[src/rtl/ubt_pkg.sv]
package ubt_pkg;

  typedef enum logic [1:0] {
    ST_FLOW = 2'd0,
    ST_HOLD = 2'd1,
    ST_GRAB = 2'd2
  } st_mode_e;

  // A rising strobe: sampled high now after being sampled low before.
  function automatic logic rise_seen(input logic now_lvl, input logic last_lvl);
    return now_lvl & ~last_lvl;
  endfunction

  // Pass control wins; otherwise a rising strobe captures; otherwise hold.
  function automatic st_mode_e pick_mode(input logic pass, input logic rise);
    if (pass)      return ST_FLOW;
    else if (rise) return ST_GRAB;
    else           return ST_HOLD;
  endfunction

endpackage

[src/rtl/ubt_edge_det.sv]
module ubt_edge_det (
  input  logic clk,
  input  logic rst_n,
  input  logic lvl,
  output logic rise
);
  import ubt_pkg::*;

  logic last_q;

  // Reset value 1: a strobe already high at reset release is no edge.
  always_ff @(posedge clk or negedge rst_n) begin
    if (!rst_n) last_q <= 1'b1;
    else        last_q <= lvl;
  end

  assign rise = rise_seen(lvl, last_q);
endmodule

[src/rtl/ubt_store_cell.sv]
module ubt_store_cell #(
  parameter int W = 18
) (
  input  logic         clk,
  input  logic         rst_n,
  input  logic         pass,
  input  logic         rise,
  input  logic [W-1:0] d,
  output logic [W-1:0] q,
  output logic         cap_ev
);
  import ubt_pkg::*;

  st_mode_e     mode;
  logic [W-1:0] word_q;

  assign mode   = pick_mode(pass, rise);
  assign cap_ev = (mode == ST_GRAB);

  always_ff @(posedge clk or negedge rst_n) begin
    if (!rst_n) begin
      word_q <= '0;
    end else begin
      case (mode)
        ST_FLOW, ST_GRAB: word_q <= d;
        default:          word_q <= word_q;
      endcase
    end
  end

  assign q = (mode == ST_FLOW) ? d : word_q;
endmodule

[src/rtl/ubt_lane.sv]
module ubt_lane #(
  parameter int W      = 18,
  parameter bit OE_LOW = 1'b0
) (
  input  logic         clk,
  input  logic         rst_n,
  input  logic         pass,
  input  logic         stb,
  input  logic         drv_raw,
  input  logic [W-1:0] d,
  output logic [W-1:0] q,
  output logic         drv,
  output logic         cap_ev
);
  logic rise;

  ubt_edge_det u_edge (
    .clk  (clk),
    .rst_n(rst_n),
    .lvl  (stb),
    .rise (rise)
  );

  ubt_store_cell #(.W(W)) u_cell (
    .clk   (clk),
    .rst_n (rst_n),
    .pass  (pass),
    .rise  (rise),
    .d     (d),
    .q     (q),
    .cap_ev(cap_ev)
  );

  generate
    if (OE_LOW) begin : g_oe_low
      assign drv = ~drv_raw;
    end else begin : g_oe_high
      assign drv = drv_raw;
    end
  endgenerate
endmodule

[src/rtl/ubt_xcvr.sv]
module ubt_xcvr #(
  parameter int W = 18
) (
  input  logic         clk,
  input  logic         rst_n,
  input  logic [W-1:0] a_in,
  input  logic [W-1:0] b_in,
  input  logic         ab_pass,
  input  logic         ab_stb,
  input  logic         ab_drv,
  input  logic         ba_pass,
  input  logic         ba_stb,
  input  logic         ba_drv_n,
  output logic [W-1:0] b_out,
  output logic         b_drv,
  output logic [W-1:0] a_out,
  output logic         a_drv
);
  // Capture events brought out for the checker.
  logic ab_cap;
  logic ba_cap;

  ubt_lane #(.W(W), .OE_LOW(1'b0)) u_ab (
    .clk    (clk),
    .rst_n  (rst_n),
    .pass   (ab_pass),
    .stb    (ab_stb),
    .drv_raw(ab_drv),
    .d      (a_in),
    .q      (b_out),
    .drv    (b_drv),
    .cap_ev (ab_cap)
  );

  ubt_lane #(.W(W), .OE_LOW(1'b1)) u_ba (
    .clk    (clk),
    .rst_n  (rst_n),
    .pass   (ba_pass),
    .stb    (ba_stb),
    .drv_raw(ba_drv_n),
    .d      (b_in),
    .q      (a_out),
    .drv    (a_drv),
    .cap_ev (ba_cap)
  );
endmodule

[config.mk]
export PLATFORM = sky130hd
export DESIGN_NAME = ubt_xcvr
export DESIGN_NICKNAME = d
export VERILOG_FILES = /design/src/rtl/ubt_pkg.sv /design/src/rtl/ubt_edge_det.sv /design/src/rtl/ubt_store_cell.sv /design/src/rtl/ubt_lane.sv /design/src/rtl/ubt_xcvr.sv
export SDC_FILE = /design/constraint.sdc
export NUM_CORES = 1
export LEC_CHECK = 0
export ABC_AREA = 1
export BUFFER_PORTS_ARGS = -buffer_cell sky130_fd_sc_hd__buf_4
export CORE_MARGIN = 2
export CORE_UTILIZATION = 52
export DETAILED_ROUTE_END_ITERATION = 7
export MAX_ROUTING_LAYER = met4
export PLACE_DENSITY = 0.85
export SLEW_MARGIN = 15
export SYNTH_ARGS = -nofsm -noshare
export SYNTH_HDL_FRONTEND = slang
export SYNTH_SLANG_ARGS = --single-unit
[constraint.sdc]
create_clock -name clk -period 1.7 [get_ports clk]
set_input_delay 0.255 -clock clk [delete_from_list [all_inputs] [get_ports clk]]
set_output_delay 0.255 -clock clk [all_outputs]
set_load 0.05 [all_outputs]
# --- Word-level counts from Yosys, hierarchy flattened ---
# Cells that the tools add are included.
op_classes:
  bitwise: 5
  reduce_logical: 4
  muxes: 6
  n_eq_ne: 2
op_table:
  columns: ["cell", "n"]
  rows:
  - ["$mux W18", 2]
  - ["$mux W2", 4]
  - ["$eq A2 B2 Y1 const B", 2]
  - ["$logic_not A2 Y1", 2]
  - ["$reduce_or A2 Y1", 2]
  - ["$not A1 Y1", 3]
  - ["$and A1 B1 Y1", 2]
totals:
  inputBits: 44
  out_inout_bits: 38
  wordCells: 21
  register_bits: 38

# --- Logic depth before layout (Yosys ltp) ---
depth:
  ltp_word: 6
  depth_mapped: 6
  mapped_depth_nobuf: 5

# --- By module ---
# From an unflattened synthesis, not the netlist that was laid out.
hier_totals:
  cells_unflattened: 284
  hier_area_um2: 2082.0
modules_own_cells:
  columns: ["module", "seq_area_each_um2", "area_per_inst_um2", "instances", "cells_per_inst"]
  rows:
  - ["ubt_store_cell (u_ba.u_cell)", 450.4, 999.7, 1, 138]
  - ["ubt_store_cell (u_ab.u_cell)", 450.4, 998.5, 1, 138]
  - ["ubt_edge_det", 26.3, 36.3, 2, 3]
  - ["ubt_lane (u_ab)", 0.0, 7.5, 1, 1]
  - ["ubt_lane (u_ba)", 0.0, 3.8, 1, 1]

# --- Least setup slack after synthesis ---
# OpenSTA, ideal clock, no wires.
synth_timing:
  kind: "input-to-output"
  from: "input port ba_pass"
  to: "output port a_out[10]"
  n_path_buf: 2
  path_slack_ns: 0.452
  cell_stages: 5
  t_required_ns: 1.445
  t_arrival_ns: 0.993
  cell_sequence: "buf_6 > inv_8 > buf_4 > nand2_1 > nand2_1"
synth_via:
  elab_chain_cells: 3
synth_rtl:
  columns: ["item", "line_no", "rtl"]
  rows:
  - ["from (decl)", "ubt_xcvr.sv:11", "input logic ba_pass,"]
  - ["$mux W2", "ubt_pkg.sv:16", "if (pass) return ST_FLOW;"]
  - ["$logic_not A2 Y1", "ubt_store_cell.sv:31", "assign q = (mode == ST_FLOW) ? d : word_q;"]
  - ["$mux W18", "ubt_store_cell.sv:31", null]
  - ["to (decl)", "ubt_xcvr.sv:16", "output logic [W-1:0] a_out,"]
# Every way passes these cells.

# --- Worst setup path after layout ---
layout_timing:
  from: "register u_ba.u_cell.word_q[8]"
  to: "output port a_out[8]"
layout_via:
  elab_chain_cells: 1
layout_rtl:
  columns: ["item", "line_no", "rtl"]
  rows:
  - ["from (decl)", "ubt_store_cell.sv:15", "logic [W-1:0] word_q;"]
  - ["from (signal assigned)", "ubt_store_cell.sv:26", "default: word_q <= word_q;"]
  - ["$mux W18", "ubt_store_cell.sv:31", null]
# Every way passes these cells.

==> results.txt <==
----------------------------------------------------
[Clock network]
  Number of buffers between clock root and the deepest sink ... 2
  Clock tree from TritonCTS ... built
  Number of setup buffers added after CTS ... 0
  Number of levels in the clock H-tree ... 2
  Clock Sinks ... 38
  Number of buffers created by CTS ... 5
  Later-pin clock latency in the skew report ... 0.29 ns
  Clock transition at the registers of the reported paths ... 0.07 ns
  Root buf cell ... clkbuf_8

[Yosys]
  Net count of the mapped netlist ... 322
  Share of the yosys chip area belonging to registers ... 46.8%
  Syn. warnings ... 0
  Cell area after synthesis ... 2040 sq um
  Post-synthesis xor/xnor area fraction ... 0%
  Synth Area in Adders ... 0%
  Portion of netlist area occupied by mux cells ... 0%
  Flip-flop and latch count after synthesis ... 38
  Share of synthesized cell area in and, or, nand and nor gates ... 45.1%
  Biggest area contributors in the synthesized netlist ... dfrtp_1 (44%), nand2_1 (33%), nand3_1 (8.9%)
  Largest family of logic cells by synthesized area ... simple AND/OR/NAND/NOR gates
  Per-instance average area after synthesis ... 7.32 sq um
  Cells after Synth ... 278
  Post-synthesis cell type count ... 12
  Share of the synthesized area in compound gates (AO/OA/AOI/OAI) ... 0%
  Leading area contributor after synthesis ... dfrtp_1
  Top-area cell type share of the netlist area ... 44.3%

[Power and ir drop]
  Power density over cell area ... 1020 nW/um^2
  Static Leakage ... 1.59 nW
  P_sw ... 0.000886 W
  Internal power contribution ... 0.00187 W
  Share of total power in the clock network ... 34.0%
  Logic pwr share ... 28.4%
  Sequential group share of total power ... 37.7%
  Switching portion of total power ... 32.1%
  Maximum VDD drop ... 0.894 mV

[Critical path]
  Critical Path Start Type ... register
  Critical path fanouts, max ... 2
  Arrival time of data at the critical path endpoint ... 1.00 ns
  Required time at the worst-slack endpoint ... 1.44 ns
  Crit Path Category ... register to primary output
  Sort of element at the end of the critical path ... primary output
  Reg-to-reg startpoint ... u_ab.u_edge.last_q$_DFF_PN1_
  Worst setup path startpoint ... u_ba.u_cell.word_q[8]$_DFFE_PN0P_

[Min path]
  Class of the tightest hold or removal check ... input port to register
  HP Start ... ba_stb

[Finish]
  Most used cells in the layout excluding fill and tap cells ... nand2_1 (180), buf_4 (79), nand3_1 (36), dfrtp_1 (36), clkbuf_8 (6)
  Share of final-layout standard cells stronger than drive strength 1 ... 27.1%
  # fillers ... 319
  Ant. Diodes ... 0
  Layout overhead on the synthesized area ... 33.2%
  Number of nets in the layout ... 394
  Most frequent standard cell in the layout excluding fill and tap cells ... nand2_1

[Timing]
  Upper clock frequency limit ... 797 MHz
  Least-Margin Pin Slew ... 0.475 ns
  Worst rel slew slack ... 68.3%
  Aggregate negative setup slack ... 0 ns
  Minimum clock period after layout ... 1.26 ns
  Final setup vio count ... 0
  Post-route clock period utilization ... 73.8%
  Final slew viol count ... 0
  Setup clock skew after layout ... 0.00371 ns
  Hold WS ... 0.0917 ns
  Endpoints failing hold ... 0
  Setup repair after global routing missed its margin ... no

[Floorplan]
  Core footprint ... 3720 sq um
  Number of placement rows ... 22
  Top-level port count ... 82
  Die Area ... 4430 sq um
  Die outline width ... 66.6 microns
  DIE HEIGHT ... 66.6 microns
  Starting Density ... 54.8%

[Global route]
  Leftover overflow at the end of global routing ... 0
  Largest net degree at the start of global routing ... 39
  Most crowded layer after global routing ... met2
  Global routing usage summed across all routing layers ... 22.3%
  Vias in the first global route ... 1712
  Wire length of the first global-routing pass ... 7380 microns
  Initial antenna violation count ... 0
  Global Route met3 Usage ... 6.25%
  Global routing met2 resource utilization ... 35.5%
  Met1 global-route usage ... 28.4%

[Routing]
  Drt pass-1 iters ... 4
  Post-DRT Antenna Nets ... 0
  DR vias/cell ... 4.86
  Total wirelength of the detailed-routed design ... 4420 microns
  DRC marker count from the first detailed-route iteration ... 160
  Routed wire per std cell ... 11.1 microns
  Via count ... 1940
  Number of remaining DRC errors ... 0

[Place]
  Dpl hpwl ... 3010 microns
  Number of buffer cells added on primary ports ... 79
  Gpl congestion ... 0.754

[Status]
  Status ... finished, final reports clean

[Run]
  # Max-Cap Violations ... 0

----------------------------------------------------
## layer usage
layer	share of wire (%)	routed length (microns)
met1	43	1910
met5	0	0
met4	0.41	18
met3	8.0	354
met2	48	2130
## final timing paths
path	end	slack [ns]	cells past startpoint
worst max-delay path	a_out[8]	0.44	3
worst min-delay path	u_ba.u_edge.last_q$_DFF_PN1_	0.09	1
worst max register to register	u_ab.u_cell.word_q[14]$_DFFE_PN0P_	0.54	5
worst min register to register	u_ba.u_cell.word_q[6]$_DFFE_PN0P_	0.51	2
max in group asynchronous	u_ab.u_edge.last_q$_DFF_PN1_	0.88	2
min in group asynchronous	u_ba.u_cell.word_q[3]$_DFFE_PN0P_	0.47	2
## area by class of cell
class / instances / area (sq um) / area share (%)
multi-input cells: 220 / 918 / 33.9
well taps: 48 / 60.1 / 2.22
repair buffers: 80 / 603 / 22.2
clock buffers: 6 / 82.6 / 3.05
clock inverters: 2 / 60.1 / 2.22
inverters: 5 / 33.8 / 1.25
flip-flops and latches: 38 / 953 / 35.2
## repair_timing
item,4_1_cts,5_1_grt
hold buffers,1,0
hold endpoints to repair,36,0
resized for setup,0,0
## power groups by stage
stage | clock network, W | registers (W) | logic, W
2_1_floorplan | 0 | 0.00104 | 0.000549
3_3_place_gp | 0 | 0.00105 | 0.000776
3_5_place_dp | 0 | 0.00105 | 0.000786
4_1_cts | 0.000962 | 0.00104 | 0.000789
5_1_grt | 0.00101 | 0.00105 | 0.000844
6_report | 0.000936 | 0.00104 | 0.000782
## synth_stat cells, drive strengths merged
library cell	n
buf	13
clkbuf	2
dfrtp	36
dfstp	2
inv	5
nand2	184
nand3	36
## critical path, stage by stage, from the launching register on
cell	delay, ns
dfrtp_1	0.40
nand2_1	0.08
nand2_1	0.05
buf_4	0.18
## cells by family after synthesis
kind of cell | Yosys count
flops | 38
simple gates | 220
buf+inv | 20
## metrics by stage
stage               instances  power [W]  setup slack, ns  utilization (%)  instance area [sq um]
floorplan                 278    0.00159            0.452                -                   2040
global placement          390    0.00183            0.459             68.9                   2560
detailed placement        390    0.00184            0.442             68.9                   2560
CTS                       399    0.00279            0.434             73.0                   2710
global route              399    0.00290            0.332             73.0                   2710
finish                    399    0.00276            0.445             73.0                   2710
## state kept, by name (all words and copies together) (netlist names)
name                cells
u_ab.u_cell.word_q     18
u_ab.u_edge.last_q      1
u_ba.u_cell.word_q     18
u_ba.u_edge.last_q      1
Power figures use the tool's default switching activity.
